`src/rtl/sm_mul_pkg.sv`:
```
// Package: shared types for the sign-magnitude fractional multiplier.
// Assumes nothing beyond IEEE 1800-2017 packages.
package sm_mul_pkg;

    // Sequencer phases: waiting, shift-add steps, rounding cycle.
    typedef enum logic [1:0] {
        PH_IDLE  = 2'd0,
        PH_STEP  = 2'd1,
        PH_ROUND = 2'd2
    } mul_phase_e;

endpackage

```
`src/rtl/sm_mul_operand.sv`:
```
// Module: sm_mul_operand
// Splits one sign-magnitude operand into its sign flag and its positive
// magnitude. Clearing the sign is the whole conversion to positive form.
// Assumes W >= 3.
module sm_mul_operand #(
    parameter int W = 8
) (
    input  logic [W-1:0] word_in,
    output logic         neg_out,
    output logic [W-2:0] mag_out
);

    // Separate sign from magnitude.
    always_comb begin
        neg_out = word_in[W-1];
        mag_out = word_in[W-2:0];
    end

endmodule

```
`src/rtl/sm_mul_ctrl.sv`:
```
// Module: sm_mul_ctrl
// Sequences one multiplication: a load on an accepted start, M shift-add
// steps and one rounding cycle. It then raises a one-cycle done pulse.
// A start is taken only in the idle phase.
module sm_mul_ctrl
    import sm_mul_pkg::*;
#(
    parameter int M = 7
) (
    input  logic clk,
    input  logic rst_n,
    input  logic start,
    output logic load,
    output logic step,
    output logic round_en,
    output logic done
);

    localparam int CW = $clog2(M + 1);

    mul_phase_e     phase;
    logic [CW-1:0]  step_cnt;

    // Phase register, step counter and done pulse.
    always_ff @(posedge clk) begin
        if (!rst_n) begin
            phase    <= PH_IDLE;
            step_cnt <= '0;
            done     <= 1'b0;
        end else begin
            done <= 1'b0;
            case (phase)
                PH_IDLE: begin
                    if (start) begin
                        phase    <= PH_STEP;
                        step_cnt <= '0;
                    end
                end
                PH_STEP: begin
                    step_cnt <= step_cnt + 1'b1;
                    if (step_cnt == CW'(M - 1)) begin
                        phase <= PH_ROUND;
                    end
                end
                PH_ROUND: begin
                    phase <= PH_IDLE;
                    done  <= 1'b1;
                end
                default: phase <= PH_IDLE;
            endcase
        end
    end

    // Decode the datapath commands from the phase.
    always_comb begin
        load     = (phase == PH_IDLE) && start;
        step     = (phase == PH_STEP);
        round_en = (phase == PH_ROUND);
    end

    // done lasts exactly one cycle.
    a_r5_done_pulse: assert property (@(posedge clk) disable iff (!rst_n)
        done |=> !done);

    // only one datapath command is active in any cycle.
    a_r5_one_command: assert property (@(posedge clk) disable iff (!rst_n)
        $onehot0({load, step, round_en}));

    // a start during the steps neither restarts nor stops the run.
    a_r6_busy_start_ignored: assert property (@(posedge clk) disable iff (!rst_n)
        (step && start) |=> (step || round_en));

    // the step count never passes the magnitude width.
    a_r5_step_bound: assert property (@(posedge clk) disable iff (!rst_n)
        step |-> (step_cnt < CW'(M)));

endmodule

```
`src/rtl/sm_mul_datapath.sv`:
```
// Module: sm_mul_datapath
// Holds the multiplicand in a fixed register. The multiplier shares the
// low half of the double-length accumulator with the shifting extension.
// Each step adds the multiplicand or zero, chosen by the low multiplier
// bit, and then shifts the pair right. The rounding cycle adds one just
// below the kept places and registers the signed product.
module sm_mul_datapath #(
    parameter int W = 8
) (
    input  logic         clk,
    input  logic         rst_n,
    input  logic         load,
    input  logic         step,
    input  logic         round_en,
    input  logic         a_neg,
    input  logic [W-2:0] a_mag,
    input  logic         b_neg,
    input  logic [W-2:0] b_mag,
    output logic [W-1:0] product
);

    localparam int M = W - 1;

    logic [M-1:0] mcand_q;
    logic [M-1:0] acc_hi;
    logic [M-1:0] acc_ext;
    logic         neg_q;
    logic [M:0]   part_sum;
    logic [M-1:0] rounded;

    // Partial sum with a carry place for the add before the shift.
    always_comb begin
        part_sum = {1'b0, acc_hi} + (acc_ext[0] ? {1'b0, mcand_q} : '0);
    end

    // Rounding: add the top extension bit into the accumulating half.
    always_comb begin
        rounded = acc_hi + {{(M-1){1'b0}}, acc_ext[M-1]};
    end

    // Operand capture, shift-add steps and product register.
    always_ff @(posedge clk) begin
        if (!rst_n) begin
            mcand_q <= '0;
            acc_hi  <= '0;
            acc_ext <= '0;
            neg_q   <= 1'b0;
            product <= '0;
        end else if (load) begin
            mcand_q <= a_mag;
            acc_hi  <= '0;
            acc_ext <= b_mag;
            neg_q   <= a_neg ^ b_neg;
        end else if (step) begin
            acc_hi  <= part_sum[M:1];
            acc_ext <= {part_sum[0], acc_ext[M-1:1]};
        end else if (round_en) begin
            product <= {neg_q, rounded};
        end
    end

    // the rounding carry never runs out of the kept places.
    a_r8_round_no_wrap: assert property (@(posedge clk) disable iff (!rst_n)
        round_en |-> !((&acc_hi) && acc_ext[M-1]));

    // the multiplicand register does not move during the steps.
    a_r3_mcand_fixed: assert property (@(posedge clk) disable iff (!rst_n)
        step |=> $stable(mcand_q));

endmodule

```
`src/rtl/sm_frac_mul.sv`:
```
// Module: sm_frac_mul (top)
// Sign-magnitude fractional multiplier with a start/done handshake.
// Takes W-bit operands and gives a W-bit rounded product after M+1 cycles,
// where M = W-1. Assumes W >= 3 and a single synchronous clock domain.
module sm_frac_mul #(
    parameter int W = 8
) (
    input  logic         clk,
    input  logic         rst_n,
    input  logic         start,
    input  logic [W-1:0] op_a,
    input  logic [W-1:0] op_b,
    output logic         done,
    output logic [W-1:0] product
);

    localparam int M = W - 1;

    logic [W-1:0] op_words [2];
    logic [1:0]   op_neg;
    logic [M-1:0] op_mag   [2];
    logic         load;
    logic         step;
    logic         round_en;

    // Gather the operands for the conversion units.
    always_comb begin
        op_words[0] = op_a;
        op_words[1] = op_b;
    end

    // One sign/magnitude splitter per operand.
    for (genvar g = 0; g < 2; g++) begin : g_conv
        sm_mul_operand #(.W(W)) u_conv (
            .word_in (op_words[g]),
            .neg_out (op_neg[g]),
            .mag_out (op_mag[g])
        );
    end

    sm_mul_ctrl #(.M(M)) u_ctrl (
        .clk      (clk),
        .rst_n    (rst_n),
        .start    (start),
        .load     (load),
        .step     (step),
        .round_en (round_en),
        .done     (done)
    );

    sm_mul_datapath #(.W(W)) u_dp (
        .clk      (clk),
        .rst_n    (rst_n),
        .load     (load),
        .step     (step),
        .round_en (round_en),
        .a_neg    (op_neg[0]),
        .a_mag    (op_mag[0]),
        .b_neg    (op_neg[1]),
        .b_mag    (op_mag[1]),
        .product  (product)
    );

    // the product changes only together with the done pulse.
    a_r7_product_hold: assert property (@(posedge clk) disable iff (!rst_n)
        !$stable(product) |-> done);

endmodule

```
`config.mk`:
```
export PLATFORM = sky130hd
export DESIGN_NAME = sm_frac_mul
export DESIGN_NICKNAME = d
export VERILOG_FILES = /design/src/rtl/sm_mul_pkg.sv /design/src/rtl/sm_mul_operand.sv /design/src/rtl/sm_mul_ctrl.sv /design/src/rtl/sm_mul_datapath.sv /design/src/rtl/sm_frac_mul.sv
export SDC_FILE = /design/constraint.sdc
export NUM_CORES = 1
export LEC_CHECK = 0
export ABC_AREA = 1
export BUFFER_PORTS_ARGS = -buffer_cell sky130_fd_sc_hd__clkbuf_2
export CAP_MARGIN = 10
export CELL_PAD_IN_SITES_DETAIL_PLACEMENT = 1
export CELL_PAD_IN_SITES_GLOBAL_PLACEMENT = 1
export CORE_ASPECT_RATIO = 1.1
export CORE_MARGIN = 2
export CORE_UTILIZATION = 44
export CTS_CLUSTER_SIZE = 30
export DETAILED_ROUTE_END_ITERATION = 8
export PLACE_DENSITY = 0.94
export SETUP_SLACK_MARGIN = 0.02
export SYNTH_ARGS = -nofsm -noshare
export SYNTH_HDL_FRONTEND = slang
export SYNTH_SLANG_ARGS = --single-unit
export TNS_END_PERCENT = 1
```
`constraint.sdc`:
```
create_clock -name clk -period 3.19 [get_ports clk]
set_clock_uncertainty 0.1 [all_clocks]
set_input_delay 0.638 -clock clk [delete_from_list [all_inputs] [get_ports clk]]
set_output_delay 0.638 -clock clk [all_outputs]
set_load 0.05 [all_outputs]
```
Word-level counts from Yosys, hierarchy flattened
Index checks and enable logic that the tools add are counted.
{ "word_totals": {"output_inout_bits": 9, "regBits": 36} }
{ "classes": {"reduce_logical": 8, "n_bitwise": 4, "add_sub_neg": 3, "n_mux": 9, "n_eq_ne": 5} }
{ "ops": {"columns": ["op", "n"], "rows": [
  ["$mux W7", 3],
  ["$add A7 B8 Y8", 1],
  ["$add A7 B1 Y7", 1],
  ["$pmux W3 S2", 1],
  ["$mux W2", 2],
  ["$pmux W2 S2", 1],
  ["$reduce_and A2 Y1", 2],
  ["$reduce_bool A2 Y1", 2],
  ["$add A3 B1 Y3 const B", 1],
  ["$eq A3 B3 Y1 const B", 1],
  ["$mux W3", 1],
  ["$not A1 Y1", 3],
  ["$reduce_and A3 Y1", 1],
  ["$eq A2 B1 Y1 const B", 1],
  ["$eq A2 B2 Y1 const B", 1],
  ["$logic_not A2 Y1", 1],
  ["$ne A2 B1 Y1 const B", 1],
  ["$ne A2 B2 Y1 const B", 1],
  ["$reduce_or A2 Y1", 1],
  ["$logic_and A1 B1 Y1", 1],
  ["$mux W1", 1],
  ["$xor A1 B1 Y1", 1]
]} }

Depth between registers and ports, before layout
{ "logic_depth": {"depth_word": 4, "mapped_depth": 14, "ltp_nobuf": 13} }

Hierarchy
From an unflattened synthesis, not the netlist that was laid out.
{ "unflattened": {"hier_cells": 286, "area_unflattened_um2": 2011.9} }
{ "by_module_without_submodules": {"columns": ["module", "n_inst", "area_each_um2", "seq_area_each_um2", "cells_each"], "rows": [
  ["sm_mul_datapath", 1, 1615.3, 600.6, 233],
  ["sm_mul_ctrl", 1, 276.5, 120.1, 37],
  ["sm_mul_operand", 2, 60.1, 0.0, 8]
]} }

Worst setup path after synthesis
No wires, ideal clock.
{ "synth_timing": {"kind": "register to register", "start": "register u_dp.acc_ext[0]", "end": "register u_dp.acc_hi[5]", "stages_incl_launch_ff": 15, "slack_ps": 1275, "required_ps": 2973, "setup_ps": 117, "arrival_ps": 1698, "cell_sequence": "dfxtp_1 > clkbuf_1 > nand2_1 > inv_1 > ha_1 > inv_1 > fa_1 > inv_1 > nand2_1 > nand2_1 > nand3_1 > nand3_1 > nand2_1 > nor2_1 > nor2_1"} }
{ "synth_between": {"elab_chain_cells": 2} }
{ "synth_rtl": {"columns": ["item", "line", "source"], "rows": [
  ["start, declared", "sm_mul_datapath.sv:26", "logic [M-1:0] acc_ext;"],
  ["start signal, assigned", "sm_mul_datapath.sv:52", "acc_ext <= b_mag;"],
  ["start signal, assigned", "sm_mul_datapath.sv:56", "acc_ext <= {part_sum[0], acc_ext[M-1:1]};"],
  ["$mux W7", "sm_mul_datapath.sv:33", "part_sum = {1'b0, acc_hi} + (acc_ext[0] ? {1'b0, mcand_q} : '0);"],
  ["$add A7 B8 Y8", "sm_mul_datapath.sv:33", null],
  ["end signal, assigned", "sm_mul_datapath.sv:55", "acc_hi <= part_sum[M:1];"],
  ["end, declared", "sm_mul_datapath.sv:25", "logic [M-1:0] acc_hi;"]
]} }
No other way between the ends.
A chain may end at the register's enable or synchronous reset.

Final worst setup path
Ends and elaborated chain as after synthesis.

==> flow_summary.json <==
{
  "final_common_cell": "nor2_1",
  "io_buffers": 27,
  "ys_async_sr_fraction_pct": 0,
  "hold_path_class": "flip-flop to flip-flop",
  "vdd.ir_drop.worst_mv": 0.2428,
  "drive_gt1_share_pct": 17.03,
  "cp_max_fo": 8,
  "internal-power_mw": 0.6684,
  "cap_viol_max_count": 0,
  "start_kind": "flip-flop",
  "max_clock_freq_mhz": 477.2,
  "grt_max_degree": 18,
  "tritoncts": "yes",
  "dr.pass1.iters": 4,
  "path_buf_inv": 3,
  "synth_edf_count": 0,
  "total_leakage_power_nw": 1.037,
  "p_seq_share_pct": 52.2,
  "die_width_um": 65.86,
  "top_usage_layer": "met2",
  "cp_common_cell": "nand2_1",
  "initial_core_util_pct": 46.37,
  "path_depth": 13,
  "relSlewSlack_pct": 53.78,
  "die_area_mm2": 0.004744,
  "post-route-period-util_pct": 65.69,
  "hold_depth": 2,
  "finalHoldViolCount": 0,
  "synth_cells": 247,
  "grt_usage_pct": 21.28,
  "arrival_ns": 2.18,
  "sw_frac_of_total_pct": 28.49,
  "via_count": 1685,
  "via_per_inst": 5.137,
  "area_delta_synth_final_pct": 12.91,
  "ctsHoldBuffers": 0,
  "crit_chain": "nand2_1 > inv_1 > ha_1 > inv_1 > fa_1 > inv_1 > nand2_1 > nand2_1 > nand3_1 > nand3_1 > nand2_1 > nor2_1 > nor2_1",
  "grtUsageMet1_pct": 22.61,
  "ios": 28,
  "p_clk_share_pct": 35.2,
  "use_met3_pct": 5.891,
  "drcViolationCount": 0,
  "cts_sinks": 36,
  "power_switching_mw": 0.2663,
  "yosys_warnings": 0,
  "slew_violations": 0,
  "grt_pass1_vias": 1708,
  "setup_viol": 0,
  "synth.distinct_cells": 32,
  "synth_seq_cells": 36,
  "clk_pin_slew_ns": 0.08,
  "power_density_mw_per_mm2": 447.1,
  "cts_buffers": 5,
  "dp.final_hpwl_um": 3433,
  "syn_avg_cell_area_um2": 7.497,
  "layout_common_cells": "nor2_1 (40), nand2_1 (38), dfxtp_1 (36)",
  "cts_root_buf": "clkbuf_8",
  "syn_area_mm2": 0.001852,
  "postLayoutCoreUtil_pct": 52.35,
  "yosysTopAreaCell": "dfxtp_1",
  "n_fill_cell": 546,
  "crit_slowest_cell": "dfxtp_1",
  "fp-row-count": 24,
  "overflow": 0,
  "synth_fp_nets": 278,
  "max-clock-path-buffers": 2,
  "avgRoutedWirePerCell_um": 13.63,
  "core_area_mm2": 0.003994,
  "initialDrtViolationCount": 68,
  "combPwrFrac_pct": 12.6,
  "period_needed_ns": 2.095,
  "critPathKind": "flip-flop to flip-flop",
  "diodes": 0,
  "end_kind": "flip-flop",
  "yosysSeqAreaShare_pct": 38.92,
  "routed_wl_um": 4469,
  "reg2reg_depth": 13,
  "grt_pass1_wl_um": 7596,
  "cpPeakStageDelay_ns": 0.48,
  "die_height_um": 72.04,
  "outcome": "finished, final reports clean",
  "ant_nets": 0,
  "rsz0062_at_grt": "no",
  "clk_latency_ns": 0.30,
  "required_ns": 3.28,
  "synth_area_leaders": "dfxtp_1 (39%), nor2_1 (8.1%), nand2_1 (7.7%), ha_1 (7.4%), inv_1 (6.1%)",
  "fin_tns_setup_ns": 0,
  "grtUsageMet2_pct": 39.73,
  "critPathTopFamily": "simple AND/OR/NAND/NOR gates",
  "synth_flop_cell": "dfxtp_1",
  "post_cts_buffers": 0,
  "antenna_found_initial": 0,
  "finalNetCount": 306,
  "h-tree-depth": 2,
  "place.gp.congestion": 0.8298,
  "yosysTopAreaCellShare_pct": 38.92,
  "worst_pin_slew_ns": 0.6907,
  "cts_resized": 0
}
==> worst paths after layout <==
path	startpoint	endpoint	slack, ns
setup / recovery	u_dp.acc_ext[0]$_SDFFE_PN0P_	u_dp.acc_hi[5]$_SDFFE_PP0P_	1.09
hold reg to reg	u_dp.neg_q$_SDFFE_PN0P_	u_dp.product[7]$_SDFFE_PN0P_	0.37
setup reg to reg	u_dp.acc_ext[0]$_SDFFE_PN0P_	u_dp.acc_hi[5]$_SDFFE_PP0P_	1.09
hold / removal	u_dp.neg_q$_SDFFE_PN0P_	u_dp.product[7]$_SDFFE_PN0P_	0.37
==> worst reg2reg max path: cells and delay by family, from the launching register on <==
family                   cells  cell delay (ns)
buffers and inverters        3             0.22
adder cells (fa/ha/maj)      2             0.59
AND/OR/NAND/NOR              8             0.60
flip-flops                   1             0.48
==> stage by stage <==
step           hold WS [ns]  worst slack [ns]  cells  total power [mW]  instance area [µm²]
2_1_floorplan        0.3239             1.275    247            0.5844                 1852
3_3_place_gp         0.3506             1.251    320            0.6097                 2003
3_5_place_dp         0.3562             1.103    320            0.6158                 2003
4_1_cts              0.3683             1.091    328            0.9429                 2091
5_1_grt              0.3981            0.9129    328            0.9831                 2091
6_report             0.3664             1.095    328            0.9347                 2091
==> layout make-up <==
cell class / count / area [µm²] / area share (%)
Timing Repair Buffer: 28 / 142.6 / 6.822
Clock inverter: 3 / 18.77 / 0.8977
Multi-Input combinational cell: 169 / 938.4 / 44.88
Clock buffer: 5 / 68.82 / 3.291
Tap cell: 52 / 65.06 / 3.112
Inverter: 35 / 136.4 / 6.523
Sequential cell: 36 / 720.7 / 34.47
==> synth_stat cells, types with 2 or more instances <==
cell and n:
a211oi_1 2, a22oi_1 5, xnor2_1 2, xor2_1 4, nor2_1 40, nand3_1 13, nand2_1 38, nand3b_1 2
ha_1 11, a31oi_1 2, o21ai_0 20, clkbuf_1 2, a21oi_1 18, inv_1 30, dfxtp_1 36, o21ai_1 2
buf_6 2, inv_2 4
==> per-layer routing <==
layer,up-vias,wire length (µm)
met3,6,177
met1,795,1865
met5,-,0
li1,854,-
met2,30,2359
met4,0,66
==> cell families after synthesis <==
kind of cell / count (synthesis) / share of synthesized area [%]
AO/OA/AOI/OAI: 51 / 15.20
buffers and inverters: 42 / 10.41
flip-flops: 36 / 38.92
AND/OR/NAND/NOR: 100 / 24.12
adder cells (fa/ha/maj): 12 / 8.513
XOR/XNOR: 6 / 2.838
==> power by group through the flow <==
stage / clock network (mW) / logic [mW] / registers [mW]
2_1_floorplan: 0 / 0.0922 / 0.492
3_3_place_gp: 0 / 0.113 / 0.497
3_5_place_dp: 0 / 0.117 / 0.499
4_1_cts: 0.335 / 0.119 / 0.488
5_1_grt: 0.356 / 0.135 / 0.492
6_report: 0.329 / 0.118 / 0.488
==> state kept, by name, indices dropped and copies added, names as in the netlist <==
name and flops:
u_dp.acc_hi 7, u_dp.neg_q 1, u_ctrl.done 1, u_ctrl.step_cnt 3, u_dp.acc_ext 7, u_dp.mcand_q 7, u_dp.product 8, u_ctrl.phase 2
Power figures use the tool's default switching activity.
